### src/rtl/conf_pkg.sv
package conf_pkg;
  // Next counter value after a resolved branch
  function automatic logic [3:0] cnt_next(input logic [3:0] cur, input logic ok);
    if (!ok)
      return 4'd0;
    else if (cur == 4'hF)
      return cur;
    else
      return cur + 4'd1;
  endfunction
endpackage

### src/rtl/conf_ghr.sv
module conf_ghr #(
  parameter int GHR_W = 8
) (
  input  logic             clk,
  input  logic             rst,
  input  logic             shift_en,
  input  logic             bit_in,
  output logic [GHR_W-1:0] hist
);
  always_ff @(posedge clk) begin
    if (rst)
      hist <= '0;
    else if (shift_en)
      hist <= {hist[GHR_W-2:0], bit_in};
  end
endmodule

### src/rtl/conf_init_sweep.sv
module conf_init_sweep #(
  parameter int IDX_W = 8
) (
  input  logic             clk,
  input  logic             rst,
  output logic             busy,
  output logic [IDX_W-1:0] addr,
  output logic             ready
);
  localparam logic [IDX_W-1:0] LAST = {IDX_W{1'b1}};

  always_ff @(posedge clk) begin
    if (rst) begin
      addr  <= '0;
      busy  <= 1'b1;
      ready <= 1'b0;
    end else if (busy) begin
      addr <= addr + 1'b1;
      if (addr == LAST) begin
        busy  <= 1'b0;
        ready <= 1'b1;
      end
    end
  end
endmodule

### src/rtl/conf_table.sv
module conf_table #(
  parameter int IDX_W = 8,
  parameter int CNT_W = 4
) (
  input  logic             clk,
  input  logic             rd_en,
  input  logic [IDX_W-1:0] rd_addr,
  output logic [CNT_W-1:0] rd_level,
  output logic             rd_max,
  input  logic [IDX_W-1:0] rmw_addr,
  output logic [CNT_W-1:0] rmw_old,
  input  logic             wr_en,
  input  logic [IDX_W-1:0] wr_addr,
  input  logic [CNT_W-1:0] wr_data
);
  localparam int ENTRIES = 1 << IDX_W;
  localparam logic [CNT_W-1:0] MAXV = {CNT_W{1'b1}};

  logic [CNT_W-1:0] mem [ENTRIES];

  // read-first: registered read sees contents before this edge's write
  always_ff @(posedge clk) begin
    if (wr_en)
      mem[wr_addr] <= wr_data;
    if (rd_en) begin
      rd_level <= mem[rd_addr];
      rd_max   <= (mem[rd_addr] == MAXV);
    end
  end

  assign rmw_old = mem[rmw_addr];
endmodule

### src/rtl/conf_estimator.sv
module conf_estimator #(
  parameter int PC_W     = 32,
  parameter int PC_SHIFT = 2,
  parameter int IDX_W    = 8,
  parameter int GHR_W    = 8,
  parameter int CNT_W    = 4
) (
  input  logic             clk,
  input  logic             rst,
  input  logic             lk_req_i,
  input  logic [PC_W-1:0]  lk_pc_i,
  output logic             lk_valid_o,
  output logic             lk_high_o,
  output logic [CNT_W-1:0] lk_level_o,
  output logic [GHR_W-1:0] lk_hist_o,
  input  logic             upd_valid_i,
  input  logic [PC_W-1:0]  upd_pc_i,
  input  logic [GHR_W-1:0] upd_hist_i,
  input  logic             upd_taken_i,
  input  logic             upd_correct_i,
  output logic             ready_o,
  output logic [GHR_W-1:0] ghr_o
);
  import conf_pkg::*;

  localparam logic [CNT_W-1:0] MAXV = {CNT_W{1'b1}};

  logic             sweep_busy;
  logic [IDX_W-1:0] sweep_addr;
  logic             ready;
  logic [GHR_W-1:0] ghr;
  logic             upd_acc;
  logic [IDX_W-1:0] lk_idx, upd_idx;
  logic [CNT_W-1:0] upd_old;
  logic             wr_en;
  logic [IDX_W-1:0] wr_addr;
  logic [CNT_W-1:0] wr_data;
  logic [CNT_W-1:0] rd_level;
  logic             rd_max;
  logic             valid_q;
  logic [GHR_W-1:0] hist_q;

  function automatic logic [IDX_W-1:0] make_idx(input logic [PC_W-1:0] pc,
                                                input logic [GHR_W-1:0] h);
    logic [IDX_W-1:0] hx;
    hx = '0;
    hx[GHR_W-1:0] = h;
    return pc[PC_SHIFT +: IDX_W] ^ hx;
  endfunction

  conf_init_sweep #(.IDX_W(IDX_W)) u_sweep (
    .clk(clk), .rst(rst), .busy(sweep_busy), .addr(sweep_addr), .ready(ready)
  );

  assign upd_acc = upd_valid_i & ready;

  conf_ghr #(.GHR_W(GHR_W)) u_ghr (
    .clk(clk), .rst(rst), .shift_en(upd_acc), .bit_in(upd_taken_i), .hist(ghr)
  );

  assign lk_idx  = make_idx(lk_pc_i, ghr);
  assign upd_idx = make_idx(upd_pc_i, upd_hist_i);

  always_comb begin
    if (sweep_busy) begin
      wr_en   = 1'b1;
      wr_addr = sweep_addr;
      wr_data = MAXV;
    end else begin
      wr_en   = upd_acc;
      wr_addr = upd_idx;
      wr_data = cnt_next(upd_old, upd_correct_i);
    end
  end

  conf_table #(.IDX_W(IDX_W), .CNT_W(CNT_W)) u_table (
    .clk(clk),
    .rd_en(lk_req_i & ready), .rd_addr(lk_idx),
    .rd_level(rd_level), .rd_max(rd_max),
    .rmw_addr(upd_idx), .rmw_old(upd_old),
    .wr_en(wr_en), .wr_addr(wr_addr), .wr_data(wr_data)
  );

  always_ff @(posedge clk) begin
    if (rst) begin
      valid_q <= 1'b0;
      hist_q  <= '0;
    end else begin
      valid_q <= lk_req_i & ready;
      if (lk_req_i & ready)
        hist_q <= ghr;
    end
  end

  assign lk_valid_o = valid_q;
  assign lk_high_o  = rd_max;
  assign lk_level_o = rd_level;
  assign lk_hist_o  = hist_q;
  assign ready_o    = ready;
  assign ghr_o      = ghr;
endmodule

### config.mk
export PLATFORM = sky130hd
export DESIGN_NAME = conf_estimator
export DESIGN_NICKNAME = d
export VERILOG_FILES = /design/src/rtl/conf_pkg.sv /design/src/rtl/conf_ghr.sv /design/src/rtl/conf_init_sweep.sv /design/src/rtl/conf_table.sv /design/src/rtl/conf_estimator.sv
export SDC_FILE = /design/constraint.sdc
export NUM_CORES = 2
export LEC_CHECK = 0
export CAP_MARGIN = 20
export CORE_ASPECT_RATIO = 1.5
export CORE_UTILIZATION = 50
export DETAILED_ROUTE_END_ITERATION = 16
export PLACE_DENSITY = 0.65
export SLEW_MARGIN = 20
export SYNTH_ARGS = -nofsm -noshare
export SYNTH_HDL_FRONTEND = slang
export SYNTH_SLANG_ARGS = --single-unit
### constraint.sdc
create_clock -name clk -period 24.2 [get_ports clk]
set_input_delay 3.63 -clock clk [delete_from_list [all_inputs] [get_ports clk]]
set_output_delay 3.63 -clock clk [all_outputs]
set_load 0.05 [all_outputs]
Word-level counts from Yosys, hierarchy flattened
Memory sizes are Yosys's and may differ from the RTL's.
Index checks and enable logic that the tools add are counted.
Operators by class
  $add $sub $neg: 2
  multipliers: 0
  divide/modulo/power cells: 0
  order comparisons: 0
  equal/unequal tests: 3
  shift-type cells: 0
  muxes and demuxes: 9
  bitwise logic cells: 4
  reduce and logical (&&, ||, !) cells: 1
Operator list (number)
  $xor 8x8->8: 2
  $mux 4: 3
  $add 8x1->8 const B: 1
  $eq 4x4->1 const B: 2
  $eq 8x8->1 const B: 1
  $mux 8: 1
  $mux 1: 5
  $add 4x1->4 const B: 1
  $and 1x1->1: 2
  $reduce_and 2->1: 1
Word-level totals
  bits in registers: 32
  bits in latches: 0
  bits in writable memories: 1024
  bits in read-only memories: 0
  bits of input ports: 78
  output and inout bits: 23
  word-level logic and storage cells: 28
  memories kept: 1
Memory list
  u_table.mem: depth 256, width 4, read ports 2, clocked after memory_dff 0, wr ports 1, line conf_table.sv:19  | logic [CNT_W-1:0] mem [ENTRIES];

Depth between registers and ports, before layout
An unclocked memory read counts as a cell.
  depth after elaboration: 6
  gate-level depth with buffers: 18
  depth with buffers taken out: 12

Hierarchy
A second synthesis with hierarchy kept.
Unflattened totals
  cell total of the unflattened synthesis: 2687
  area, all modules: 50126.8 um^2
By module, submodules not included
  conf_table: times used 1, cells each 2536, area an instance 48770.5 um^2, seq. area each 30899.6 um^2
  conf_estimator: times used 1, cells each 79, area an instance 653.1 um^2, seq. area each 180.2 um^2
  conf_init_sweep: times used 1, cells each 46, area an instance 417.9 um^2, seq. area each 200.2 um^2
  conf_ghr: times used 1, cells each 26, area an instance 285.3 um^2, seq. area each 160.2 um^2

Worst setup path after synthesis
No wires, ideal clock.
  path type: input to register
  start: input port upd_hist_i[1]
  end: memory u_table.mem[0][1] (data pin)
  library setup time: 2.251 ns
  arrival time: 16.734 ns
  required time: 21.949 ns
  slack: 5.215 ns
  cell stages on the path: 17
  path buffers: 5
  path through: xor2_2 buf_6 buf_12 buf_12 buf_6 buf_6 mux4_2 mux2i_1 a221oi_1 o21ai_1 a21oi_1 nand4_1 inv_1 ha_1 inv_1 or3_1 o311ai_1
On the way
  word-level cells in the longest chain between the ends: 6
  elaborated cells between the ends (all ways): 7
  classes of those cells: 1 x add/sub; 1 x eq/ne; 3 x mux; 1 x bitwise; 1 x memory
Ends and longest elaborated chain
  from (decl): line conf_estimator.sv:18  | input logic [GHR_W-1:0] upd_hist_i,
  $xor 8x8->8 (*): line conf_estimator.sv:48  | return pc[PC_SHIFT +: IDX_W] ^ hx;
  $mem_v2 256x4 (*)
  $add 4x1->4 or $eq 4x4->1 (tied branches): line conf_pkg.sv:9, conf_pkg.sv:6
  $mux 4 (*): line conf_pkg.sv:6  | else if (cur == 4'hF)
  $mux 4 (*): line conf_pkg.sv:4  | if (!ok)
  $mux 4 (*): line conf_estimator.sv:65  | if (sweep_busy) begin
  via u_table.wr_data[1]: line conf_table.sv:14  | input logic [CNT_W-1:0] wr_data
  to (decl): line conf_table.sv:19
Mark *: on every way through the listed nets, which the timed path passes. The rest lies on a longest branch.

Final worst setup path
  start: input port upd_hist_i[1]
  end: memory u_table.mem[173][0] (data pin)
The elaborated chain is that of the path after synthesis.

==> out/summary.txt <==
Run status - finished, violations left
Failing checks - DRC
Largest net degree at the start of global routing - 257
Synthesized cell area - 50200 µm²
Die ar. - 102000 µm²
Synth area leaders - edfxtp_1 (62%), mux4_2 (26%), nor2_1 (2.3%)
Die W - 261 µm
Clock H-tree levels - 3
Vias in the first global route - 29800
# rows - 142
Share of cells above drive strength 1 - 28.9%
Setup_tns - 0 ns
Worst slew pin tran - 1.14 ns
Final setup viols - 0
Starting DRC count in detailed routing - 3279
I/O pin cnt - 101
Synth cell types - 59
Core area - 99700 µm²
# Max-Cap Violations - 0
Synth Register Bits - 1056
Synth Instances - 2726
Area grow syn2layout - 10.0%
Worst Hold Class - flip-flop to flip-flop
Initial Util - 50.3%
Grt ovf - 0
Placer Congestion - 0.939
Min Tclk post-route - 10.33 ns
Clock Tree Buf Depth - 3
Mux contribution to synthesized area - 26.4%
Core Util, Final - 55.4%
CP endpoint kind - flip-flop
Worst clock skew - 0.0243 ns
Antenna violations before repair - 0
Setup Buffers After CTS - 0
IO buf count - 52
RSZ-0062 raised after global routing - no
Power, Total - 3840 µW
Sequential area share after synthesis - 62.7%
Final hold slack - 0.458 ns
Crit start category - primary input
PD cells - 69.5 nW/µm²
Fin. Hold Viols - 0
Leak - 0.0190 µW
Placed cells - 3934
Clock root cell - clkbuf_16
Tcrit/Tclk final - 42.7%
CTS tree - done
Clock sinks - 1056
Drt drc - 15
Data required, critical path - 24.54 ns
DR pass1 iterations - 13
DR WL/cell - 36.2 µm
Max FO, Critical Path - 100
Number of gates resized after cts - 0
VDD IR max - 0.0465 mV
Main combinational cell family by area after synthesis - multiplexers
Synthesized area per cell - 18.4 µm²
Synth Area in Compound Gates - 3.01%
Hpwl dp - 94600 µm
Slew Viols, Final - 0
DRT antenna net count - 0
Worst rel slew slack - 23.7%
Via count - 28900
Post-synth EDFFs - 1029
Yosys warning total - 0
Clock Latency Late Sink - 0.70 ns
Post-Synth Simple-Gate Area - 4.85%
FFs w/ async S/R, synth - 0%
# diodes - 0
Nets - 2819
First-pass GRT wire length - 213000 µm
Post-synth net total - 2806
WS Path Type - primary input to flip-flop
CP Data Arrival Time - 10.67 ns
Die Ht - 390 µm
Cell Count, Final, Fillers Out - 4115
Xor-xnor portion of the synthesized cell area - 0.638%
GRT Total Usage - 30.0%
Fillers - 7462
Via density - 7.02
Yosys top cell by area - edfxtp_1
Post-Route WL - 149000 µm
Clock-pin slew on the worst setup and hold paths - 0.06 ns
Top_reg_cell synth - edfxtp_1
F_max - 0.0968 GHz
Synth Area in Adders - 0.0499%
Area share of the largest cell type after synthesis - 61.6%
Hold-fix buffers, CTS - 0
CTS Buf Count - 97
## kinds of logic (layout without fill, tap and decap cells)
family / count (synthesis) / count (layout)
AO/OA/AOI/OAI: 224 / 224
XOR/XNOR: 34 / 34
adder cells (fa/ha/maj): 2 / 2
buffers and inverters: 207 / 300
flip-flops: 1056 / 1056
multiplexers: 604 / 604
AND/OR/NAND/NOR: 599 / 599
## worst max-delay path, cell delays in order
cell and delay, ns:
clkdlybuf4s50_1 0.63, xor2_4 0.19, buf_12 0.52, buf_4 0.84
mux4_2 0.60, mux2i_1 0.17, a211oi_1 0.11, a2111oi_0 0.82
nand2_1 0.34, nand4_1 0.33, inv_1 0.08, ha_1 0.20
inv_1 0.16, o311ai_0 0.18, o211ai_1 0.18, buf_4 0.63
buf_4 0.91
## through the flow
stage	instance area [µm²]	worst slack (ns)
5_1_grt	55200	13.60
6_report	55200	13.87
3_3_place_gp	51900	13.16
2_1_floorplan	50200	5.22
3_5_place_dp	51900	13.23
4_1_cts	55100	13.95
## path summary, 6_finish.rpt
check	from	end	slack, ns	cells past startpoint
worst max-delay path	upd_hist_i[1]	u_table.mem[173][0]	13.87	17
worst min-delay path	lk_hist_o[3]	lk_hist_o[3]	0.46	2
worst max register to register	u_ghr.hist[0]	u_table.rd_max	17.32	11
worst min register to register	lk_hist_o[3]	lk_hist_o[3]	0.46	2
## Yosys cell counts, drive strengths merged (23+ instances only)
| cell | instances |
|---|---|
| edfxtp | 1029 |
| dfxtp | 27 |
| a31oi | 24 |
| buf | 112 |
| o21ai | 23 |
| a21oi | 52 |
| a22oi | 51 |
| nand2 | 209 |
| nand3 | 29 |
| mux4 | 573 |
| mux2i | 31 |
| clkbuf | 89 |
| nor2 | 307 |
## cells in the final DEF, fill, tap and decap left out, drive strengths merged, types with 3 or more instances in the layout
cell type / instances
a2111oi: 3
a211oi: 22
a21oi: 52
a221oi: 10
a22oi: 51
a31oi: 24
a32oi: 6
and2: 17
buf: 63
bufinv: 11
clkbuf: 119
clkdlybuf4s50: 52
clkinv: 43
clkinvlp: 7
dfxtp: 27
edfxtp: 1029
inv: 5
mux2i: 31
mux4: 573
nand2: 209
nand3: 29
nand4: 13
nor2: 307
nor3: 4
nor4: 8
o211ai: 4
o21a: 4
o21ai: 23
o22ai: 6
o311ai: 5
o31ai: 3
xnor2: 14
xor2: 20
## layer usage
| metal | track usage [%] | up-vias | share of wire, % |
|---|---|---|---|
| met5 | 0 | - | 0 |
| met4 | 17.0 | 0 | 6.5 |
| met3 | 6.41 | 441 | 9.8 |
| met2 | 49.1 | 1844 | 50 |
| met1 | 37.1 | 15100 | 34 |
| li1 | - | 11500 | - |
## layout make-up
cell class / count / area [µm²] / area share (%)
clock buffers: 119 / 2620 / 4.74
clock inverters: 60 / 593 / 1.07
inverters: 6 / 22.5 / 0.0408
multi-input cells: 1463 / 17800 / 32.2
flip-flops and latches: 1056 / 31400 / 56.9
well taps: 1296 / 1620 / 2.94
repair buffers: 115 / 1140 / 2.07
## registers in the layout, summed over array words and instances (netlist names)
| register | cells |
|---|---|
| u_table.mem | 1024 |
| lk_hist_o | 8 |
| u_ghr.hist | 8 |
| u_sweep.addr | 8 |
| u_table.rd_level | 4 |
| lk_valid_o | 1 |
| u_sweep.busy | 1 |
| u_sweep.ready | 1 |
| u_table.rd_max | 1 |
## power breakdown
group | switching [µW] | internal [µW] | total [µW]
Clock | 690 | 886 | 1580
Combinational | 195 | 92.2 | 288
Sequential | 0.860 | 1970 | 1980
Total | 886 | 2950 | 3840
Note: power is estimated with default switching activity, not from simulation.
